$ cat src/rtl/rs_syn_pkg.sv
package rs_syn_pkg;

    localparam int SYM_W = 8;
    localparam logic [SYM_W:0] FIELD_POLY = 9'h11D;

    typedef logic [SYM_W-1:0] gf_t;

    // Product of two field elements, reduced by the field polynomial.
    function automatic gf_t gf_mul(input gf_t a, input gf_t b);
        gf_t acc;
        gf_t sh;
        acc = '0;
        sh  = a;
        for (int k = 0; k < SYM_W; k++) begin
            if (b[k]) acc = acc ^ sh;
            sh = {sh[SYM_W-2:0], 1'b0} ^ (sh[SYM_W-1] ? FIELD_POLY[SYM_W-1:0] : '0);
        end
        return acc;
    endfunction

    // alpha^e with alpha = 0x02; the exponent is taken modulo 255.
    function automatic gf_t gf_pow(input int e);
        gf_t r;
        int  n;
        r = gf_t'(1);
        n = e % 255;
        for (int k = 0; k < n; k++) r = gf_mul(r, gf_t'(2));
        return r;
    endfunction

endpackage

$ cat src/rtl/rs_syn_cell.sv
// One syndrome root: next accumulator value for an eight-wide Horner step.
module rs_syn_cell
    import rs_syn_pkg::*;
#(
    parameter int ROOT  = 1,
    parameter int LANES = 8
) (
    input  gf_t                      acc_q,
    input  logic [LANES*SYM_W-1:0]   beat,
    input  logic                     restart,
    output gf_t                      acc_d
);

    localparam gf_t STEP = gf_pow(ROOT * LANES);

    gf_t term [LANES];

    generate
        for (genvar j = 0; j < LANES; j++) begin : g_lane
            localparam gf_t WEIGHT = gf_pow(ROOT * (LANES - 1 - j));
            assign term[j] = gf_mul(beat[(LANES-1-j)*SYM_W +: SYM_W], WEIGHT);
        end
    endgenerate

    always_comb begin
        acc_d = restart ? '0 : gf_mul(acc_q, STEP);
        for (int j = 0; j < LANES; j++) acc_d = acc_d ^ term[j];
    end

endmodule

$ cat src/rtl/rs_syn_emit.sv
// Holds a finished syndrome set and shifts it out one value per cycle.
module rs_syn_emit
    import rs_syn_pkg::*;
#(
    parameter int NSYN = 32
) (
    input  logic                    clk,
    input  logic                    rst_n,
    input  logic                    load,
    input  logic [NSYN*SYM_W-1:0]   load_syn,
    output logic                    out_valid,
    output logic                    out_last,
    output gf_t                     out_data,
    output logic                    out_zero
);

    localparam int IDX_W = $clog2(NSYN);
    localparam logic [IDX_W-1:0] LAST_IDX = IDX_W'(NSYN - 1);

    typedef struct packed {
        logic                  active;
        logic [IDX_W-1:0]      idx;
        logic                  zero;
        logic [NSYN*SYM_W-1:0] shreg;
    } emit_t;

    emit_t emit_d, emit_q;

    always_comb begin
        emit_d = emit_q;
        if (load) begin
            emit_d.active = 1'b1;
            emit_d.idx    = '0;
            emit_d.zero   = (load_syn == '0);
            emit_d.shreg  = load_syn;
        end else if (emit_q.active) begin
            emit_d.shreg = emit_q.shreg >> SYM_W;
            emit_d.idx   = emit_q.idx + 1'b1;
            if (emit_q.idx == LAST_IDX) emit_d.active = 1'b0;
        end
    end

    always_ff @(posedge clk or negedge rst_n) begin
        if (!rst_n) emit_q <= '0;
        else        emit_q <= emit_d;
    end

    assign out_valid = emit_q.active;
    assign out_data  = emit_q.shreg[SYM_W-1:0];
    assign out_last  = emit_q.active && (emit_q.idx == LAST_IDX);
    assign out_zero  = emit_q.active && emit_q.zero;

endmodule

$ cat src/rtl/rs8_syndrome.sv
module rs8_syndrome
    import rs_syn_pkg::*;
#(
    parameter int LANES = 8,
    parameter int NSYN  = 32
) (
    input  logic                   clk,
    input  logic                   rst_n,
    input  logic                   in_valid,
    input  logic                   in_sop,
    input  logic [LANES*8-1:0]     in_data,
    output logic                   syn_valid,
    output logic                   syn_last,
    output logic [7:0]             syn_data,
    output logic                   syn_err_free
);

    localparam int BEATS = 256 / LANES;
    localparam int CNT_W = $clog2(BEATS);
    localparam logic [CNT_W-1:0] LAST_BEAT = CNT_W'(BEATS - 1);

    typedef struct packed {
        logic                        busy;
        logic [CNT_W-1:0]            cnt;
        logic [NSYN-1:0][SYM_W-1:0]  acc;
    } acc_st_t;

    acc_st_t st_d, st_q;

    logic [LANES*SYM_W-1:0]     beat_m;
    logic [NSYN-1:0][SYM_W-1:0] acc_nx;
    logic                       done;

    // The pad symbol in lane 0 of the start beat is forced to zero.
    assign beat_m = in_sop ? {{SYM_W{1'b0}}, in_data[(LANES-1)*SYM_W-1:0]} : in_data;

    generate
        for (genvar i = 0; i < NSYN; i++) begin : g_root
            rs_syn_cell #(
                .ROOT  (i + 1),
                .LANES (LANES)
            ) u_cell (
                .acc_q   (st_q.acc[i]),
                .beat    (beat_m),
                .restart (in_sop),
                .acc_d   (acc_nx[i])
            );
        end
    endgenerate

    always_comb begin
        st_d = st_q;
        done = 1'b0;
        if (in_valid && (in_sop || st_q.busy)) begin
            st_d.acc = acc_nx;
            if (in_sop) begin
                st_d.busy = 1'b1;
                st_d.cnt  = CNT_W'(1);
            end else if (st_q.cnt == LAST_BEAT) begin
                st_d.busy = 1'b0;
                st_d.cnt  = '0;
                done      = 1'b1;
            end else begin
                st_d.cnt = st_q.cnt + 1'b1;
            end
        end
    end

    always_ff @(posedge clk or negedge rst_n) begin
        if (!rst_n) st_q <= '0;
        else        st_q <= st_d;
    end

    rs_syn_emit #(
        .NSYN (NSYN)
    ) u_emit (
        .clk       (clk),
        .rst_n     (rst_n),
        .load      (done),
        .load_syn  (acc_nx),
        .out_valid (syn_valid),
        .out_last  (syn_last),
        .out_data  (syn_data),
        .out_zero  (syn_err_free)
    );

endmodule

$ cat config.mk
export PLATFORM = sky130hd
export DESIGN_NAME = rs8_syndrome
export DESIGN_NICKNAME = d
export VERILOG_FILES = /design/src/rtl/rs_syn_pkg.sv /design/src/rtl/rs_syn_cell.sv /design/src/rtl/rs_syn_emit.sv /design/src/rtl/rs8_syndrome.sv
export SDC_FILE = /design/constraint.sdc
export NUM_CORES = 2
export LEC_CHECK = 0
export ABC_CLOCK_PERIOD_IN_PS = 4300
export BUFFER_PORTS_ARGS = -buffer_cell sky130_fd_sc_hd__buf_2
export CAP_MARGIN = 40
export CORE_MARGIN = 4
export CORE_UTILIZATION = 60
export DETAILED_ROUTE_END_ITERATION = 10
export PLACE_DENSITY_LB_ADDON = 0.12
export SETUP_SLACK_MARGIN = 0.4
export SLEW_MARGIN = 20
export SYNTH_ARGS = -nofsm -noshare
export SYNTH_HDL_FRONTEND = slang
export SYNTH_SLANG_ARGS = --single-unit
$ cat constraint.sdc
create_clock -name clk -period 4.3 [get_ports clk]
set_clock_uncertainty 0.05 [all_clocks]
set_input_delay 0.43 -clock clk [delete_from_list [all_inputs] [get_ports clk]]
set_output_delay 0.43 -clock clk [all_outputs]
set_load 0.005 [all_outputs]
==> flow_summary.json, run 1 <==
{
  "yosysMostFrequentCell": "xnor2_1",
  "postPlaceCellArea_um2": 75000,
  "ios": 79,
  "netlist.top_cell.by_area": "xnor2_1",
  "grt_pass1_wl_mm": 632,
  "stop_stage": "global routing (5_1_grt)",
  "cts_buffers": 55,
  "grt_max_degree": 159,
  "synthTopCellsByArea": "xnor2_1 (36%), dfrtp_1 (22%), xor2_1 (10%)",
  "synthCells": 6070,
  "outcome": "aborted with a tool error",
  "port_buffers": 78,
  "grt_pass1_vias": 66436,
  "synth-seq-cells": 525,
  "gp_congestion": 1.69,
  "grt_overflow": 1593,
  "dp_hpwl_mm": 299,
  "grt_usage_pct": 84.7,
  "clkSinkCount": 525,
  "cts_buffer_depth": 3,
  "syn_area_um2": 60700,
  "synth_edf_count": 0,
  "synthDominantCellAreaShare_pct": 35.6,
  "clock-root-buffer": "clkbuf_16",
  "htreeDepth": 2,
  "yosys_warnings": 0,
  "die_y_um": 326,
  "syn_nets": 6142,
  "die_w_um": 326,
  "synth_commonest_cells": "xnor2_1 (2470), xor2_1 (694), dfrtp_1 (525)",
  "error": "[ERROR GRT-0116] Global routing finished with congestion. Check the congestion regions in the DRC Viewer.",
  "avgSynthCellArea_um2": 10.0,
  "synth_top_flop_cell": "dfrtp_1",
  "yosys.cell_types.count": 45,
  "dp.cells": 8815,
  "rows": 116,
  "start_util_pct": 60.5,
  "ys_seq_area_share_pct": 21.6,
  "ys_async_sr_fraction_pct": 100
}
-- layer usage --
metal | overflow | global-route usage, %
met1 | 100 | 85.2
met2 | 902 | 93.9
met3 | 105 | 79.2
met4 | 466 | 77.6
met5 | 20 | 63.5
-- logic make-up after synthesis --
group / share of synthesized area (%)
multiplexers: 4.56
adder cells (fa/ha/maj): 0.0825
AND/OR/NAND/NOR: 6.34
buffers and inverters: 2.72
AO/OA/AOI/OAI: 4.87
XOR/XNOR: 59.8
flip-flops: 21.6
-- what timing repair did --
action | in CTS
buffers inserted | 2
pin swaps | 2
hold endpoints to repair | 67
gates resized for setup | 27
hold buffers | 2
endpoints found under the setup margin | 1
-- metrics by stage --
stage	utilization [%]	setup TNS, ns	setup slack, ns	hold WS (ns)
after CTS	76.8	0	0.411	0.316
after detailed placement	74.7	-0.818	-0.818	0.388
after floorplan	-	0	0.566	0.0844
after global placement	74.6	-0.760	-0.760	0.390
==> run 2: changes to the inputs <==
CORE_UTILIZATION = 40   (was 60)
PLACE_DENSITY_LB_ADDON = 0.15   (was 0.12)
SETUP_SLACK_MARGIN = unset   (was 0.4)
==> run 2 against run 1 <==
Synthesized cell count unchanged. The flow now finishes, with violations (setup timing). Synthesized area unchanged.
==> flow_summary.json, run 2 <==
{
  "violations": "setup timing",
  "clock-root-buffer": "clkbuf_16",
  "start_kind": "primary input",
  "slew_viol_final": 0,
  "start_util_pct": 40.4,
  "syn_nets": 6142,
  "mostFrequentLayoutCell": "xnor2_1",
  "ios": 79,
  "die_area_um2": 158000,
  "wire_per_inst_um": 45.9,
  "synth_top_flop_cell": "dfrtp_1",
  "clk-insertion-delay-late_ns": 0.61,
  "grt_overflow": 0,
  "rsz0062_at_grt": "false",
  "cts_tree": "yes",
  "clkSinkCount": 525,
  "grt_pass1_vias": 57634,
  "hold_viol": 0,
  "final.min_clock_period_ns": 4.50,
  "rows": 142,
  "grt_pass1_wl_mm": 598,
  "yosysMostFrequentCell": "xnor2_1",
  "critPathSlowestCell": "xor2_1",
  "wl_mm": 478,
  "first_pass_iters": 6,
  "avgViaCountPerCell": 5.93,
  "coreArea_um2": 150000,
  "worst_slew_pin_slew_ns": 1.02,
  "via_count": 61687,
  "grt_max_degree": 152,
  "crit_path_cell_trace": "buf_2, buf_4, xnor2_4, buf_12, xor2_2, buf_4, xor2_1, buf_4, buf_4, xor2_1, xnor2_1, buf_4, xnor2_1, xnor2_1, buf_12, nor4_1, nand4_1, o41ai_2",
  "synthDominantCellAreaShare_pct": 35.6,
  "area_delta_synth_final_pct": 40.6,
  "ys_seq_area_share_pct": 21.6,
  "slew_headroom_pct": 31.7,
  "crit_fanout": 4,
  "gp_congestion": 1.29,
  "worst_slack_ns": -0.197,
  "yosys_warnings": 0,
  "clkTransAtPathRegs_ns": 0.08,
  "whs_ns": 0.0987,
  "mostFrequentLayoutCells": "xnor2_1 (2437), buf_4 (2249), xor2_1 (685), dfrtp_1 (524), nand2_1 (317)",
  "synth-seq-cells": 525,
  "cap_violations": 0,
  "outcome": "complete, but fails checks",
  "cts_buffer_depth": 3,
  "r2r_slack_ns": -0.08,
  "avgSynthCellArea_um2": 10.0,
  "cp.required_ns": 4.75,
  "grt_usage_pct": 59.1,
  "synthTopCellsByArea": "xnor2_1 (36%), dfrtp_1 (22%), xor2_1 (10%)",
  "synthCells": 6070,
  "dp_hpwl_mm": 411,
  "yosys.cell_types.count": 45,
  "htreeDepth": 2,
  "finalSetupViolCount": 1,
  "syn_area_um2": 60700,
  "finalSetupTns_ns": -0.197,
  "drcViolationCount": 0,
  "port_buffers": 78,
  "fin_nets": 8404,
  "slowest_delay_ns": 0.47,
  "drive_gt1_share_pct": 35.2,
  "synth_edf_count": 0,
  "die_y_um": 398,
  "timing.final.crit_share_pct": 105,
  "antenna_found_initial": 33,
  "ys_async_sr_fraction_pct": 100,
  "netlist.top_cell.by_area": "xnor2_1",
  "cp.arrival_ns": 4.95,
  "drtAntennaViolNets": 0,
  "ff_latch_area_um2": 13100,
  "path_class": "primary input to register",
  "die_w_um": 398,
  "endpoint_kind": "register",
  "top_register": "st_q",
  "fmax_ghz": 0.222,
  "worstHoldPathType": "primary input to register",
  "multi_input_area_um2": 46300,
  "cts_buffers": 47,
  "synth_commonest_cells": "xnor2_1 (2470), xor2_1 (694), dfrtp_1 (525)",
  "largest_reg_flops": 262,
  "fillCellCount": 13618,
  "path_common_cell": "buf_4",
  "drt_iter0_drc": 11598
}
-- run 2: cell counts after synthesis --
No cell type changed its count.
-- run 2: cell families (layout without fill, tap and decap cells) --
kind of cell	after synthesis	in the layout	synth area share, %
AO/OA/AOI/OAI	524	524	4.87
XOR/XNOR	3558	3558	59.8
adder cells (fa/ha/maj)	4	4	0.0825
buffers and inverters	345	2642	2.72
flip-flops	525	525	21.6
multiplexers	260	260	4.56
other	0	18	0
AND/OR/NAND/NOR	854	854	6.34
-- run 2: worst max-delay path: cells and delay by family --
kind | cells | cell delay [ns]
and+or+nand+nor | 2 | 0.80
buffers and inverters | 8 | 1.36
AOI/OAI and AO/OA | 1 | 0.42
xor gates and xnor gates | 7 | 1.89
-- run 2: repair_timing --
action / 4_1_cts / 5_1_grt
hold buffers: 1 / 0
pin swaps: 0 / 4
resized for setup: 16 / 30
hold endpoints to repair: 51 / 0
endpoints found under the setup margin: 1 / 1
buffers inserted: 0 / 1
-- run 2: through the flow --
stage,util [%],std cells,setup WS (ns),area (µm²)
CTS,56.5,10371,0.0230,85000
floorplan,-,6070,0.566,60700
global route,56.7,10386,0.00497,85300
detailed placement,55.4,10286,-0.849,83300
finish,56.8,10401,-0.197,85300
global placement,55.3,10280,-0.846,83200
-- run 2: metal layers --
metal,wire (µm),vias up,GRT usage [%]
met5,1130,-,4.77
met4,63900,36,58.7
met3,75000,1952,31.7
met2,172000,5720,75.5
met1,166000,29991,67.3
li1,-,23988,-
-- run 2: layout make-up --
type | instances | share of cell area (%)
clock inverter | 25 | 0.356
multi-input combinational | 5200 | 54.3
tap | 2016 | 2.96
timing repair buffer | 2550 | 25.4
inverter | 8 | 0.0352
antenna | 18 | 0.0528
sequential | 525 | 15.4
clock buffer | 59 | 1.51
-- run 2: worst paths after layout --
path | endpoint | cells after the start | start
max in group asynchronous | st_q[250] | 3 | rst_n
min reg2reg | st_q[253] | 2 | st_q[253]
max reg2reg | u_emit.emit_q[256] | 14 | st_q[158]
min | st_q[261] | 2 | in_valid
max | u_emit.emit_q[256] | 18 | in_data[31]
min in group asynchronous | st_q[78] | 2 | rst_n
Power of run 2 is not shown: default switching activity piles up to over one toggle a cycle in this logic, so the estimate is an artifact.
